`src/rtl/ext_bus_idle_pkg.sv`:
```
package ext_bus_idle_pkg;
  typedef enum logic [2:0] {
    PH_IDLE = 3'd0,
    PH_T1   = 3'd1,
    PH_T2   = 3'd2,
    PH_T3   = 3'd3,
    PH_TI   = 3'd4
  } bus_phase_e;
endpackage

```
`src/rtl/idle_ctrl_reg.sv`:
```
module idle_ctrl_reg #(
  parameter int NUM_CS = 8,
  localparam int REG_W = 2 * NUM_CS
) (
  input  logic             clk_i,
  input  logic             rst_ni,
  input  logic             we_i,
  input  logic [REG_W-1:0] wdata_i,
  output logic [REG_W-1:0] rdata_o
);
  // odd bits hold enables, even bits are tied low
  for (genvar b = 0; b < REG_W; b++) begin : g_bit
    if (b % 2 == 1) begin : g_en
      logic en_q;
      always_ff @(posedge clk_i or negedge rst_ni) begin
        if (!rst_ni)   en_q <= 1'b1;
        else if (we_i) en_q <= wdata_i[b];
      end
      assign rdata_o[b] = en_q;
    end else begin : g_zero
      assign rdata_o[b] = 1'b0;
    end
  end

  function automatic logic [REG_W-1:0] odd_mask();
    logic [REG_W-1:0] m;
    for (int i = 0; i < REG_W; i++) m[i] = (i % 2 == 1);
    return m;
  endfunction

  assert_write_masked_R8: assert property (@(posedge clk_i) disable iff (!rst_ni)
    we_i |=> rdata_o == ($past(wdata_i) & odd_mask()));
endmodule

```
`src/rtl/cs_decode.sv`:
```
module cs_decode #(
  parameter int NUM_CS = 8,
  localparam int REGION_W = $clog2(NUM_CS)
) (
  input  logic                active_i,
  input  logic [REGION_W-1:0] region_i,
  output logic [NUM_CS-1:0]   cs_n_o
);
  for (genvar n = 0; n < NUM_CS; n++) begin : g_cs
    assign cs_n_o[n] = !(active_i && (region_i == REGION_W'(n)));
  end
endmodule

```
`src/rtl/bus_seq_fsm.sv`:
```
module bus_seq_fsm
  import ext_bus_idle_pkg::*;
#(
  parameter int NUM_CS = 8,
  localparam int REGION_W = $clog2(NUM_CS),
  localparam int REG_W = 2 * NUM_CS
) (
  input  logic                clk_i,
  input  logic                rst_ni,
  input  logic                req_valid_i,
  input  logic                req_write_i,
  input  logic                req_internal_i,
  input  logic [REGION_W-1:0] req_region_i,
  input  logic [REG_W-1:0]    en_bits_i,
  output logic                req_ready_o,
  output bus_phase_e          phase_o,
  output logic                cs_active_o,
  output logic [REGION_W-1:0] region_o,
  output logic                rd_valid_o,
  output logic                cycle_done_o
);
  bus_phase_e          phase_q, phase_d;
  logic                write_q, int_q, idle_en_q;
  logic [REGION_W-1:0] region_q;
  logic                accept;

  assign accept = req_valid_i && (phase_q == PH_IDLE);

  always_comb begin
    phase_d = phase_q;
    unique case (phase_q)
      PH_IDLE: if (accept) phase_d = PH_T1;
      PH_T1:   phase_d = PH_T2;
      PH_T2:   phase_d = PH_T3;
      PH_T3:   phase_d = idle_en_q ? PH_TI : PH_IDLE;
      PH_TI:   phase_d = PH_IDLE;
      default: phase_d = PH_IDLE;
    endcase
  end

  always_ff @(posedge clk_i or negedge rst_ni) begin
    if (!rst_ni) begin
      phase_q   <= PH_IDLE;
      write_q   <= 1'b0;
      int_q     <= 1'b0;
      idle_en_q <= 1'b0;
      region_q  <= '0;
    end else begin
      phase_q <= phase_d;
      if (accept) begin
        write_q   <= req_write_i;
        int_q     <= req_internal_i;
        region_q  <= req_region_i;
        // enable captured at acceptance
        idle_en_q <= en_bits_i[{req_region_i, 1'b1}] && !req_write_i && !req_internal_i;
      end
    end
  end

  assign req_ready_o  = (phase_q == PH_IDLE);
  assign phase_o      = phase_q;
  assign region_o     = region_q;
  assign cs_active_o  = !int_q && (phase_q inside {PH_T1, PH_T2, PH_T3});
  assign rd_valid_o   = !write_q && (phase_q == PH_T3);
  assign cycle_done_o = (phase_q == PH_TI) || (phase_q == PH_T3 && !idle_en_q);

  assert_ti_follows_t3_R3: assert property (@(posedge clk_i) disable iff (!rst_ni)
    phase_q == PH_TI |-> $past(phase_q) == PH_T3);
  assert_no_ti_on_write_R5: assert property (@(posedge clk_i) disable iff (!rst_ni)
    (phase_q == PH_T3 && write_q) |=> phase_q != PH_TI);
  assert_no_ti_internal_R6: assert property (@(posedge clk_i) disable iff (!rst_ni)
    (phase_q == PH_T3 && int_q) |=> phase_q != PH_TI);
  assert_no_t1_after_ti_R9: assert property (@(posedge clk_i) disable iff (!rst_ni)
    phase_q == PH_TI |=> phase_q == PH_IDLE);
endmodule

```
`src/rtl/ext_bus_idle_seq.sv`:
```
module ext_bus_idle_seq
  import ext_bus_idle_pkg::*;
#(
  parameter int NUM_CS = 8,
  localparam int REGION_W = $clog2(NUM_CS),
  localparam int REG_W = 2 * NUM_CS
) (
  input  logic                clk_i,
  input  logic                rst_ni,
  input  logic                req_valid_i,
  output logic                req_ready_o,
  input  logic                req_write_i,
  input  logic                req_internal_i,
  input  logic [REGION_W-1:0] req_region_i,
  input  logic                cfg_we_i,
  input  logic [REG_W-1:0]    cfg_wdata_i,
  output logic [REG_W-1:0]    cfg_rdata_o,
  output logic [NUM_CS-1:0]   cs_n_o,
  output logic [2:0]          bus_phase_o,
  output logic                rd_valid_o,
  output logic                cycle_done_o
);
  bus_phase_e          phase;
  logic                cs_active;
  logic [REGION_W-1:0] cur_region;

  idle_ctrl_reg #(.NUM_CS(NUM_CS)) i_reg (
    .clk_i  (clk_i),
    .rst_ni (rst_ni),
    .we_i   (cfg_we_i),
    .wdata_i(cfg_wdata_i),
    .rdata_o(cfg_rdata_o)
  );

  bus_seq_fsm #(.NUM_CS(NUM_CS)) i_fsm (
    .clk_i         (clk_i),
    .rst_ni        (rst_ni),
    .req_valid_i   (req_valid_i),
    .req_write_i   (req_write_i),
    .req_internal_i(req_internal_i),
    .req_region_i  (req_region_i),
    .en_bits_i     (cfg_rdata_o),
    .req_ready_o   (req_ready_o),
    .phase_o       (phase),
    .cs_active_o   (cs_active),
    .region_o      (cur_region),
    .rd_valid_o    (rd_valid_o),
    .cycle_done_o  (cycle_done_o)
  );

  cs_decode #(.NUM_CS(NUM_CS)) i_cs (
    .active_i(cs_active),
    .region_i(cur_region),
    .cs_n_o  (cs_n_o)
  );

  assign bus_phase_o = phase;

  assert_accept_t1_R2: assert property (@(posedge clk_i) disable iff (!rst_ni)
    (req_valid_i && req_ready_o) |=> bus_phase_o == 3'd1);
  assert_cs_onehot_R7: assert property (@(posedge clk_i) disable iff (!rst_ni)
    $onehot0(~cs_n_o));
  assert_cs_off_in_ti_R7: assert property (@(posedge clk_i) disable iff (!rst_ni)
    bus_phase_o == 3'd4 |-> &cs_n_o);
  assert_done_pulse_R11: assert property (@(posedge clk_i) disable iff (!rst_ni)
    cycle_done_o |=> !cycle_done_o);
endmodule

```
`config.mk`:
```
export PLATFORM = sky130hd
export DESIGN_NAME = ext_bus_idle_seq
export DESIGN_NICKNAME = d
export VERILOG_FILES = /design/src/rtl/ext_bus_idle_pkg.sv /design/src/rtl/idle_ctrl_reg.sv /design/src/rtl/cs_decode.sv /design/src/rtl/bus_seq_fsm.sv /design/src/rtl/ext_bus_idle_seq.sv
export SDC_FILE = /design/constraint.sdc
export NUM_CORES = 1
export LEC_CHECK = 0
export BUFFER_PORTS_ARGS = -buffer_cell sky130_fd_sc_hd__clkbuf_2
export CAP_MARGIN = 20
export CORE_ASPECT_RATIO = 0.8
export CORE_UTILIZATION = 46
export CTS_CLUSTER_SIZE = 14
export DETAILED_ROUTE_END_ITERATION = 6
export GPL_TIMING_DRIVEN = 0
export PLACE_DENSITY = 0.84
export SKIP_CTS_REPAIR_TIMING = 1
export SLEW_MARGIN = 15
export SYNTH_ARGS = -nofsm -noshare
export SYNTH_HDL_FRONTEND = slang
export SYNTH_SLANG_ARGS = --single-unit
```
`constraint.sdc`:
```
create_clock -name clk_i -period 4.2 [get_ports clk_i]
set_clock_uncertainty 0.05 [all_clocks]
set_input_delay 0.42 -clock clk_i [delete_from_list [all_inputs] [get_ports clk_i]]
set_output_delay 0.42 -clock clk_i [all_outputs]
set_load 0.1 [all_outputs]
```
; After elaboration in Yosys (flattened, before gate mapping)
; Index checks and enable logic that the tools add are counted.
[op_classes]
order_cmp = 1
n_eq_ne = 12
n_mux = 5
n_reduce_logical = 31
[ops]
columns = operator, count
row1 = 3-bit == test (second input constant), 5
row2 = 1-bit logical AND, 14
row3 = 1-bit zero test, 13
row4 = 3-bit by 2-bit == test with 1-bit output (second input constant), 4
row5 = 3-bit one-hot mux with 4 select lines, 1
row6 = 3-bit by 1-bit == test with 1-bit output (second input constant), 2
row7 = 3-bit zero test, 2
row8 = 3-bit 2-to-1 mux, 2
row9 = 4-bit by 5-bit < comparator with 1-bit output (second input constant), 1
row10 = 1-bit binary-select mux with 3-bit select, 1
row11 = 3-bit nonzero test, 1
row12 = 2-bit by 1-bit inequality test with 1-bit output (second input constant), 1
row13 = 1-bit logical OR, 1
row14 = 1-bit 2-to-1 mux, 1
[totals]
regBits = 17
in_bits = 25
output_inout_bits = 30
word_cells = 62

; Logic depth before layout (Yosys ltp)
; Gate-level depths: netlist (run 1).
[logic_depth]
word_depth = 5
depth_mapped = 4
mapped_depth_nobuf = 3

; Cells and area by module
; A second synthesis (run 1) with hierarchy kept.
[hier_totals]
hier_cells = 81
hier_area_um2 = 999.7
[modules_own_cells]
columns = mod, n_inst, cells_per_inst, area_per_inst_um2
row1 = idle_ctrl_reg, 1, 34, 465.4
row2 = bus_seq_fsm, 1, 39, 457.9
row3 = cs_decode, 1, 8, 76.3

; Worst setup path before layout (run 1)
; Ideal clock, no wire load.
[synth_path]
path_type = register to output
from = register i_fsm.phase_q[0] (netlist: i_fsm.phase_o[0])
to = output cycle_done_o
arrival_time_ps = 3457
required_time_ps = 3730
setup_slack_ps = 273
stages_incl_launch_ff = 4
n_path_buf = 1
path_cell_list = dfrtp_1 > buf_2 > nand3b_1 > o21ai_0
[synth_via]
elab_chain_cells = 3
word_cells_on_any_way = 4
classes_between = eq/ne (2) / reduce/logical (2)
[synth_rtl]
columns = element, line
row1 = start: declaration, bus_seq_fsm.sv:22  ; bus_phase_e phase_q, phase_d;
row2 = start signal: assignment, bus_seq_fsm.sv:49  ; phase_q <= phase_d;
row3 = 3-bit by 2-bit == test with 1-bit output, bus_seq_fsm.sv:65  ; assign cycle_done_o = (phase_q == PH_TI) || (phase_q == PH_T3 && !idle_en_q);
row4 = 1-bit logical AND, bus_seq_fsm.sv:65
row5 = 1-bit logical OR *, bus_seq_fsm.sv:65
row6 = end: declaration, ext_bus_idle_seq.sv:21  ; output logic cycle_done_o
; Mark *: on every way between the ends. The rest lies on a longest branch, timed or not.

; Worst setup path after layout (run 1)
[layout_path]
from = register i_fsm.phase_q[2] (netlist: i_fsm.phase_o[2])
to = output cs_n_o[7]
[layout_via]
elab_chain_cells = 5
word_cells_on_any_way = 7
classes_between = eq/ne (3) / reduce/logical (4)
[layout_rtl]
columns = element, line
row1 = 3-bit by 1-bit == test with 1-bit output / 3-bit by 2-bit == test with 1-bit output (equally long branches), bus_seq_fsm.sv:63  ; assign cs_active_o = !int_q && (phase_q inside {PH_T1, PH_T2, PH_T3});
row2 = 3-bit nonzero test *, bus_seq_fsm.sv:63
row3 = 1-bit logical AND *, bus_seq_fsm.sv:63
row4 = 1-bit logical AND *, cs_decode.sv:10  ; assign cs_n_o[n] = !(active_i && (region_i == REGION_W'(n)));
row5 = 1-bit zero test *, cs_decode.sv:10
row6 = end: declaration, ext_bus_idle_seq.sv:18  ; output logic [NUM_CS-1:0] cs_n_o,
; Marks and branches as above.

==> metrics.md, run 1 <==
| Metric | Value |
|---|---|
| R2R Setup Slk | 2.54 ns |
| Pre-Repair DR Iteration Count | 4 |
| Top-Level Pins | 55 |
| Clk pin slew, worst setup/hold paths | 0.11 ns |
| Initial antenna violation count | 0 |
| Actual transition at the worst max-transition pin | 0.582 ns |
| CTS sink cnt | 17 |
| WP buf/inv | 2 |
| Hold EP | i_reg.g_bit[7].g_en.en_q |
| Largest area contributor in the netlist | dfrtp_1 |
| Final setup viols | 0 |
| Worst-Skew Late Latency | ~0.29 ns |
| Pre-CTS WS | 2.02 ns |
| Pwr dens | 818 nW/um^2 |
| Status | completed |
| Top delay family on crit path | simple AND/OR/NAND/NOR gates |
| Post-synth EDFFs | 0 |
| Hold Startpoint | cfg_wdata_i[7] |
| Final wirelength | 1890 um |
| Largest net degree at the start of global routing | 18 |
| Post-Syn Area | 948 sq um |
| Sw Share | 0.615 |
| Cell Chain, Critical Path | clkbuf_1 -> nor4b_1 -> nand3_1 -> clkbuf_2 |
| R2R depth | 3 |
| Cell count after synthesis | 86 |
| Worst EP required | 3.73 ns |
| WHS Path Cells | 2 |
| Combinational share of power | 0.656 |
| Period utilization | 0.596 |
| Fin. Hold Viols | 0 |
| Die Y-Extent | between 40 and 50 um |
| VDD IR max | 698 uV |
| Yosys top cell area share | 0.237 |
| Initial Util | 0.497 |
| DR vias | 748 |
| Fraction of registers with async set/reset | 1.00 |
| Die area | 2250 sq um |
| Worst setup margin | ~1.7 ns |
| Seq/Total Area, Yosys | 0.459 |
| Max-slew violation count | 0 |
| H-Tree Depth | 1 |
| Gr ovfl total | 0 |
| Diodes inserted | 0 |
| CP Launch Type | flop |
| CTS tree | done |
| Yosys warns | 0 |
| DRT antenna net count | 0 |
| Vias per cell | 4.70 |
| Routability Congestion | 0.777 |
| Clk buf depth | 2 |
| Reg-to-Reg Start | i_fsm.phase_o[2] |
| CTS Root Cell | clkbuf_4 |
| Sequential share of power | 0.254 |
| Mean Syn Cell Area | 11.0 sq um |
| Fin area | 1230 sq um |
| Area growth from synthesis to layout | 29.4% |
| Fill cells | 159 |
| Slew HR | 0.607 |
| Crit-path max FO | 8 |
| Drt drc | 0 |
| Switching Power | 617 uW |
| DRT iter0 DRCs | 2 |
| Placed Area | 1190 sq um |
| Dpl hpwl | 1560 um |
| Fmax | 399 MHz |
| Vias in the first global route | 699 |
| Port bufs | 37 |
| Reg2Reg Capture Point | i_fsm.write_q |
| Unique cell type count in the Yosys netlist | 24 |
| First-pass GRT wire length | 2950 um |
| CP Data Arrival Time | ~2.0 ns |
| RSZ-0062 raised after global routing | no |
| Critical path type | flop to output pin |
| Global Route Usage Sum | 0.190 |
| Setup TNS Final | 0 ns |
| Hold WC Path Type | primary input to flop |
| Die W | 52.8 um |
| Flop and latch count out of synthesis | 17 |
| Top-count cell post-synth | buf_4 |
| Wirelength per Cell | 11.9 um |
| Core Area | 1910 sq um |
| Commonest cells post-synth | 16 x buf_4, 12 x mux2_2, 9 x dfrtp_1 |
| Row count | 14 |
| Lkg Pwr | roughly 0.6 nW |
| P_int | between 300 and 400 uW |
| Worst path max stage delay | 0.60 ns |
| Slowest CP cell | nor4b_1 |
| Setup crit end kind | output pin |
| Top cells by area, synth | dfrtp_1 24%, dfstp_2 22%, mux2_2 14%, buf_4 13%, mux2_1 3.6% |
| Total CTS buffers | 3 |
| Clock network power share | 0.089 |
| Final #Nets | 161 |
| Main flop type after synthesis | dfrtp_1 |
| Min cycle time layout | 2.50 ns |
| Share of layout cells above drive strength 1 | 0.600 |
| Total chip power | 1.00 mW |
| Max_cap viols | 0 |
-- area by class of cell --
type                    instances  area, sq um  area share
well taps                      24         30.0      0.0245
clock buffers                   3         22.5      0.0183
clock inverters                 1         5.00     0.00408
flip-flops and latches         17          435       0.355
repair buffers                 38          195       0.159
inverters                       2         7.51     0.00612
plain buffers                  20          138       0.112
multi-input cells              54          394       0.321
-- kinds of logic after synthesis --
family	share of synthesized area
buffers and inverters	0.153
flip-flops	0.459
XOR/XNOR	0.00924
other	0.00395
multiplexers	0.202
AO/OA/AOI/OAI	0.0277
AND/OR/NAND/NOR	0.145
-- cells in the final DEF (no fill, tap or decap), types with 3 or more instances in the layout --
cell,count
clkbuf_2,37
buf_4,16
mux2_2,12
dfrtp_1,9
conb_1,8
dfstp_2,8
nor2_1,7
nand2_1,7
mux2_1,3
clkbuf_4,3
-- flip-flops by register name (all words and copies together), names as in the netlist --
signal and count:
i_fsm.phase_o 3, i_fsm.region_o 3, i_reg.g_bit.g_en.en_q 8, i_fsm.int_q 1, i_fsm.idle_en_q 1, i_fsm.write_q 1
-- how the worst max path moves through the flow --
stage / startpoint / end / slack (ns) / cells past startpoint
2_1_floorplan: i_fsm.phase_o[0] / cycle_done_o / 0.27 / 3
6_report: i_fsm.phase_o[2] / cs_n_o[7] / 1.70 / 4
5_1_grt: i_fsm.phase_o[2] / cs_n_o[7] / 1.54 / 4
3_3_place_gp: i_fsm.phase_o[2] / cs_n_o[7] / 2.06 / 4
4_1_cts: i_fsm.phase_o[2] / cs_n_o[7] / 1.68 / 4
3_5_place_dp: i_fsm.phase_o[2] / cs_n_o[7] / 2.02 / 4
-- worst reg2reg max path, cell delays in order, from the launching register on --
cell,delay (ns)
dfrtp_1,0.39
clkbuf_1,0.21
nor4b_4,0.50
mux2_2,0.40
-- metrics by stage --
| step | hold slack [ns] | cells | util |
|---|---|---|---|
| finish | 0.303 | 159 | 0.643 |
| detailed placement | 0.319 | 154 | 0.623 |
| global route | 0.287 | 159 | 0.643 |
| global placement | 0.315 | 154 | 0.623 |
| floorplan | 0.0744 | 93 | - |
| CTS | -0.00818 | 158 | 0.638 |
-- routing by layer --
metal,GRT usage,wire [um],part of all wire
met1,0.213,801,0.42
met2,0.332,983,0.52
met3,0.0326,75,0.040
met4,0.111,31,0.016
met5,0,0,0
-- power by group through the flow --
stage	sequential (mW)	clock, mW	combinational [mW]
final	0.255	0.0898	0.659
after global routing	0.263	0.100	0.687
after CTS	0.255	0.0928	0.660
after detailed placement	0.258	0	0.659
after global placement	0.253	0	0.647
after floorplan	0.331	0	0.494
No activity file was read; power rests on OpenSTA's default activity.
==> inputs of run 2 (changes only) <==
--- a/config.mk
+++ b/config.mk
@@ -8,11 +8,11 @@
 export BUFFER_PORTS_ARGS = -buffer_cell sky130_fd_sc_hd__clkbuf_2
 export CAP_MARGIN = 20
 export CORE_ASPECT_RATIO = 0.8
-export CORE_UTILIZATION = 46
+export CORE_UTILIZATION = 38
 export CTS_CLUSTER_SIZE = 14
 export DETAILED_ROUTE_END_ITERATION = 6
 export GPL_TIMING_DRIVEN = 0
-export PLACE_DENSITY = 0.84
+export PLACE_DENSITY = 0.74
 export SKIP_CTS_REPAIR_TIMING = 1
 export SLEW_MARGIN = 15
 export SYNTH_ARGS = -nofsm -noshare
==> constraint.sdc (replaced) <==
create_clock -name clk_i -period 2.16 [get_ports clk_i]
set_clock_uncertainty 0.05 [all_clocks]
set_input_delay 0.216 -clock clk_i [delete_from_list [all_inputs] [get_ports clk_i]]
set_output_delay 0.216 -clock clk_i [all_outputs]
set_load 0.1 [all_outputs]
==> run 2 against run 1 <==
The flow now finishes with violations (design-rule violations); clock power up 78%; register-to-register slack worse by 2.0 ns; sequential power up 120%; hold slack worse by 0.19 ns; utilization down 4.5 points; critical endpoint unchanged; non-clock buffer count up 1; largest power group unchanged; setup slack worse by 1.5 ns; power up 110%; critical path type unchanged; global-route usage down 3.7 points; combinational power up 120%.
==> metrics.md, run 2 (synthesized netlist as in run 1, its figures left out) <==
| Metric | Value |
|---|---|
| Drt drc | 1 (+1) |
| Total CTS buffers | 3 (unchanged) |
| Top-Level Pins | 55 (unchanged) |
| Die area | 2700 sq um (+20%) |
| DRT antenna net count | 0 (unchanged) |
| Final setup viols | 0 (unchanged) |
| RSZ-0062 raised after global routing | no |
| Slew HR | 0.639 (+0.0327) |
| Final #Nets | 162 (+0.62%) |
| Actual transition at the worst max-transition pin | 0.543 ns (-0.0386 ns) |
| Most common cell after layout, fill and taps aside | clkbuf_2 |
| Max reg flops | 8 (unchanged) |
| CP Launch Type | flop |
| Top delay family on crit path | buffers and inverters |
| Worst-Skew Late Latency | 0.28 ns (about the same) |
| Reg-to-Reg Start | i_fsm.phase_o[0] |
| Port bufs | 37 (unchanged) |
| Routability Congestion | 0.703 (-9.4%) |
| Global Route Usage Sum | 0.153 (-0.0372) |
| Gr ovfl total | 0 (unchanged) |
| Crit-path max FO | 6 (-2) |
| R2R Setup Slk | 0.53 ns (-2.01 ns) |
| Pre-CTS WS | 0.0561 ns (-1.96 ns) |
| Die W | 57.9 um (+9.6%) |
| Initial antenna violation count | 0 (unchanged) |
| Most frequent cells in the layout | 27 x clkbuf_2, 18 x buf_4, 12 x mux2_2, 9 x clkbuf_4 |
| Clk pin slew, worst setup/hold paths | 0.09 ns (-0.02 ns) |
| Critical path type | flop to output pin |
| Share of layout cells above drive strength 1 | 0.728 (+0.128) |
| Vias in the first global route | 685 (-2.0%) |
| Setup crit start | i_fsm.phase_o[0] |
| CP Depth | 6 (+2) |
| Placed Instances | 155 (+0.65%) |
| CP Data Arrival Time | 1.75 ns (-0.28 ns) |
| Initial Util | 0.421 (-0.0756) |
| Worst path max stage delay | 0.41 ns (-0.19 ns) |
| Vias per cell | 4.54 (-3.5%) |
| Max-slew violation count | 0 (unchanged) |
| Fmax | 497 MHz |
| Dpl hpwl | 1440 um (-7.6%) |
| CTS sink cnt | 17 (unchanged) |
| Pre-Repair DR Iteration Count | 7 (+3) |
| DRT iter0 DRCs | 11 (+9) |
| Area growth from synthesis to layout | 42.1% |
| R2R depth | 3 (unchanged) |
| Lkg Pwr | 0.627 nW (+3.7%) |
| Status | finished, violations left |
| WP buf/inv | 3 (+1) |
| VDD IR max | 603 uV (-14%) |
| Final wirelength | 1790 um (-5.7%) |
| Die Y-Extent | 46.7 um (+9.6%) |
| Setup crit end kind | output pin |
| Largest net degree at the start of global routing | 18 (unchanged) |
| CTS tree | done |
| Min cycle time layout | 2.01 ns |
| CTS Root Cell | clkbuf_4 |
| H-Tree Depth | 1 (unchanged) |
| Wirelength per Cell | 11.1 um (-6.8%) |
| Biggest register | i_reg.g_bit.g_en.en_q |
| DR vias | 731 (-2.3%) |
| Failing checks | design-rule violations |
| Pwr dens | 1580 nW/um^2 (+93%) |
| Hold WC Path Type | primary input to flop |
| Row count | 15 (+1) |
| Cell Chain, Critical Path | buf_2 -> nor2_2 -> nor4b_4 -> buf_4 -> nand3_4 -> clkbuf_4 |
| Worst setup margin | 0.147 ns (-1.55 ns) |
| Clk buf depth | 2 (unchanged) |
| Crit path capture | cs_n_o[7] |
| Core Area | 2250 sq um (+18%) |
| First-pass GRT wire length | 2990 um (+1.6%) |
| Period utilization | 0.932 |
| Fin. Hold Viols | 0 (unchanged) |
| Layout Cells excl Fill | 161 (+1.3%) |
| Max_cap viols | 0 (unchanged) |
| Reg2Reg Capture Point | i_fsm.write_q |
| Fin util | 0.598 (-0.0445) |
| Worst EP required | 1.89 ns (-1.84 ns) |
| Slowest CP cell | dfrtp_2 |
| Diodes inserted | 0 (unchanged) |
## run 2: changes by cell type in the layout (fill, tap and decap cells not counted), moves of 2 or more
| cell | change |
|---|---|
| nand2_2 | +6 |
| clkbuf_2 | -10 |
| nor2_1 | -2 |
| clkbuf_4 | +6 |
| dfrtp_1 | -3 |
| buf_2 | +4 |
| nand3_4 | +2 |
| buf_4 | +2 |
| nand2_1 | -6 |
| nor2_2 | +2 |
| nand3_1 | -2 |
| dfrtp_2 | +3 |
## run 2: report_power, final
| part | internal (mW) | switching (mW) | total, mW | leakage, nW |
|---|---|---|---|---|
| combinational | 0.351 | 1.07 | 1.42 | 0.421 |
| clock | 0.0716 | 0.0886 | 0.160 | 0.0150 |
| sequential | 0.429 | 0.122 | 0.551 | 0.190 |
## run 2: metrics by stage
step	TNS, ns	power (mW)	hold slack [ns]	instance area [sq um]
after floorplan	-0.561	1.75	-0.130	1060
after global placement	0	1.89	0.111	1270
after detailed placement	0	1.92	0.123	1270
after CTS	-1.27	2.08	-0.195	1300
after global routing	0	2.24	0.0978	1350
final	0	2.13	0.115	1350
## run 2: metal layers
metal,routed length (um),track usage
met4,12,0.0714
met3,138,0.0393
met2,859,0.262
met5,0,0
met1,776,0.184
## run 2: worst reg2reg max path, cell delays in order, from the launching register on
cell and delay [ns]:
dfrtp_2 0.41, buf_2 0.18, nor4b_4 0.50, mux2_2 0.39
## run 2: final cells by class
| type | count | area, sq um |
|---|---|---|
| Clock buffer | 4 | 26.3 |
| Timing Repair Buffer | 40 | 225 |
| Multi-Input combinational cell | 54 | 484 |
| Fill cell | 194 | 905 |
| Tap cell | 25 | 31.3 |
| Sequential cell | 17 | 439 |
| Inverter | 2 | 7.51 |
| Buffer | 19 | 134 |
## run 2: worst min path at each step
stage                    start                        end  slack (ns)  depth (start not counted)
3_3_place_gp            rst_ni              i_fsm.write_q        0.11                          1
6_report       cfg_wdata_i[11]  i_reg.g_bit[11].g_en.en_q        0.12                          2
4_1_cts                 rst_ni              i_fsm.write_q       -0.19                          1
3_5_place_dp            rst_ni              i_fsm.write_q        0.12                          1
2_1_floorplan           rst_ni            i_fsm.idle_en_q       -0.13                          0
5_1_grt        cfg_wdata_i[11]  i_reg.g_bit[11].g_en.en_q         0.1                          2
==> inputs of run 3 (changes only) <==
--- a/config.mk
+++ b/config.mk
@@ -5,10 +5,11 @@
 export SDC_FILE = /design/constraint.sdc
 export NUM_CORES = 1
 export LEC_CHECK = 0
+export ABC_AREA = 1
 export BUFFER_PORTS_ARGS = -buffer_cell sky130_fd_sc_hd__clkbuf_2
 export CAP_MARGIN = 20
 export CORE_ASPECT_RATIO = 0.8
-export CORE_UTILIZATION = 38
+export CORE_UTILIZATION = 39
 export CTS_CLUSTER_SIZE = 14
 export DETAILED_ROUTE_END_ITERATION = 6
 export GPL_TIMING_DRIVEN = 0
==> run 3 against run 2 <==
Critical path depth down 2; global-route usage down 1.3 points; critical path type unchanged; via count up 11%; the flow now finishes without violations.
==> metrics.md, run 3 <==
| Metric | Value |
|---|---|
| Fraction of registers with async set/reset | 1.00 (unchanged) |
| Crit path capture | cycle_done_o |
| Clock network power share | 0.081 (+0.006) |
| Setup crit end kind | output pin |
| Period utilization | 0.882 (-0.0496) |
| Sequential share of power | 0.271 (+0.012) |
| Dpl hpwl | 1550 um (+7.5%) |
| Clk pin slew, worst setup/hold paths | 0.09 ns (about the same) |
| P_int | 749 uW (-12%) |
| Die W | 58.9 um (+1.7%) |
| Worst path max stage delay | 0.48 ns (+0.07 ns) |
| Port bufs | 37 (unchanged) |
| Slew HR | 0.639 (about the same) |
| Vias per cell | 4.12 (-9.3%) |
| Die Y-Extent | 47.5 um (+1.7%) |
| Share of layout cells above drive strength 1 | 0.571 (-0.157) |
| Top-Level Pins | 55 (unchanged) |
| DRT iter0 DRCs | 20 (+9) |
| Min cycle time layout | 1.91 ns (-0.107 ns) |
| Cell Chain, Critical Path | inv_2 -> nand2_1 -> o22ai_4 -> clkbuf_2 |
| Biggest register | i_reg.g_bit.g_en.en_q |
| Initial antenna violation count | 0 (unchanged) |
| Total CTS buffers | 3 (unchanged) |
| Sw Share | 0.619 (+0.0190) |
| Yosys warns | 0 (unchanged) |
| CP Launch Type | flop |
| Fin. Hold Viols | 0 (unchanged) |
| CP Data Arrival Time | 1.64 ns (-0.11 ns) |
| Max reg flops | 8 (unchanged) |
| Worst EP required | 1.89 ns (about the same) |
| Seq/Total Area, Yosys | 0.432 (-0.0273) |
| Largest area contributor in the netlist | dfrtp_1 |
| Most frequent cells in the layout | 37 x clkbuf_2, 28 x nand2_1, 16 x buf_4, 11 x inv_1 |
| Status | completed |
| Unique cell type count in the Yosys netlist | 22 (-8.3%) |
| First-pass GRT wire length | 2860 um (-4.4%) |
| H-Tree Depth | 1 (unchanged) |
| Die area | 2790 sq um (+3.5%) |
| Pwr dens | 1470 nW/um^2 (-6.8%) |
| Setup TNS Final | 0 ns (unchanged) |
| Diodes inserted | 0 (unchanged) |
| Global Route Usage Sum | 0.140 (-0.0128) |
| Post-Syn Area | 1010 sq um (+6.3%) |
| Wirelength per Cell | 9.16 um (-17%) |
| Clk buf depth | 2 (unchanged) |
| Placed Instances | 192 (+24%) |
| Largest net degree at the start of global routing | 18 (unchanged) |
| Final wirelength | 1810 um (+1.1%) |
| Slowest CP cell | dfrtp_2 |
| VDD IR max | 829 uV (+38%) |
| Routability Congestion | 0.753 (+7.0%) |
| Gr ovfl total | 0 (unchanged) |
| Commonest cells post-synth | 28 x nand2_1, 16 x buf_4, 11 x inv_1 |
| Post-synth EDFFs | 0 (unchanged) |
| Yosys top cell area share | 0.223 (-0.0141) |
| Mean Syn Cell Area | 9.00 sq um (-18%) |
| CTS sink cnt | 17 (unchanged) |
| Fmax | 525 MHz (+5.6%) |
| Cell count after synthesis | 112 (+30%) |
| Core Area | 2440 sq um (+8.4%) |
| Layout Cells excl Fill | 197 (+22%) |
| Setup crit start | i_fsm.phase_o[2] |
| R2R depth | 6 (+3) |
| Reg-to-Reg Start | i_fsm.phase_o[0] |
| Critical path type | flop to output pin |
| Actual transition at the worst max-transition pin | 0.544 ns (+0.000344 ns) |
| Switching Power | 1.22 mW (-4.7%) |
| Most common cell after layout, fill and taps aside | clkbuf_2 |
| Worst-Skew Late Latency | 0.27 ns (about the same) |
| DRT antenna net count | 0 (unchanged) |
| Final #Nets | 187 (+15%) |
| Hold WC Path Type | primary input to flop |
| Vias in the first global route | 693 (+1.2%) |
| Max-slew violation count | 0 (unchanged) |
| CTS tree | done |
| Main flop type after synthesis | dfrtp_1 |
| Combinational share of power | 0.647 (-0.019) |
| Lkg Pwr | 0.698 nW (+11%) |
| Max_cap viols | 0 (unchanged) |
| Reg2Reg Capture Point | i_fsm.region_o[2] |
| Initial Util | 0.413 (-0.00820) |
| RSZ-0062 raised after global routing | no |
| R2R Setup Slk | 0.99 ns (+0.46 ns) |
| DR vias | 811 (+11%) |
| Top cells by area, synth | dfrtp_1 22%, dfstp_2 21%, buf_4 12%, nand2_1 10%, mux2_2 8.9% |
| Flop and latch count out of synthesis | 17 (unchanged) |
| Area growth from synthesis to layout | 32.5% |
| CTS Root Cell | clkbuf_4 |
| Crit-path max FO | 5 (-1) |
| Pre-Repair DR Iteration Count | 5 (-2) |
| Top-count cell post-synth | nand2_1 |
| Drt drc | 0 (-1) |
| Final setup viols | 0 (unchanged) |
| Row count | 16 (+1) |
-- run 3: cell types whose count changed after synthesis, sizes merged, moves of 3 or more --
cell / change
nand3: +7
nand2: +22
nor2: +3
mux2: -7
inv: +11
o21ai: +3
-- run 3: layout make-up --
class / count / area, sq um
plain buffers: 17 / 125
inverters: 13 / 51.3
well taps: 36 / 45.0
multi-input cells: 72 / 454
clock buffers: 4 / 26.3
flip-flops and latches: 17 / 439
fillers: 246 / 1110
repair buffers: 38 / 195
-- run 3: per-stage QoR --
| stage | instance area (sq um) | total power [mW] | utilization | setup slack, ns | hold slack (ns) |
|---|---|---|---|---|---|
| 2_1_floorplan | 1070 | 1.66 | - | 0.153 | -0.130 |
| 3_3_place_gp | 1300 | 1.80 | 0.532 | 0.554 | 0.108 |
| 3_5_place_dp | 1300 | 1.83 | 0.532 | 0.546 | 0.116 |
| 4_1_cts | 1330 | 1.99 | 0.543 | 0.234 | -0.193 |
| 5_1_grt | 1340 | 2.08 | 0.547 | 0.180 | 0.103 |
| 6_report | 1340 | 1.97 | 0.547 | 0.254 | 0.117 |
-- run 3: power groups by stage --
| stage | Clock, mW | Combinational (mW) | Sequential, mW |
|---|---|---|---|
| global placement | 0 | 1.27 | 0.536 |
| global route | 0.185 | 1.34 | 0.551 |
| CTS | 0.168 | 1.29 | 0.537 |
| detailed placement | 0 | 1.28 | 0.542 |
| floorplan | 0 | 0.971 | 0.687 |
| finish | 0.160 | 1.27 | 0.534 |
-- run 3: worst min-delay path by stage --
stage,startpoint,endpoint,cells past startpoint
3_5_place_dp,rst_ni,i_fsm.idle_en_q,1
5_1_grt,cfg_wdata_i[1],i_reg.g_bit[1].g_en.en_q,2
4_1_cts,rst_ni,i_fsm.region_o[1],1
6_report,cfg_wdata_i[9],i_reg.g_bit[9].g_en.en_q,2
3_3_place_gp,rst_ni,i_fsm.idle_en_q,1
2_1_floorplan,rst_ni,i_fsm.idle_en_q,0
-- run 3: cells by family after synthesis --
group,after synthesis,share of synthesized area
AO/OA/AOI/OAI,6,0.0484
buffers and inverters,30,0.175
flip-flops,17,0.432
multiplexers,8,0.0893
other,1,0.00372
AND/OR/NAND/NOR,50,0.252
-- run 3: routing by layer --
metal  share of wire  GRT usage  wire length [um]
met2            0.50      0.266               909
met1            0.43      0.161               772
met4           0.011     0.0714                19
met5               0          0                 0
met3           0.057     0.0189               103
-- run 3: worst max-delay path, delay by kind of cell (launching register included) --
kind            cells  cell delay (ns)
buf+inv             2             0.60
compound gates      1             0.12
flops               1             0.48
simple gates        1             0.16
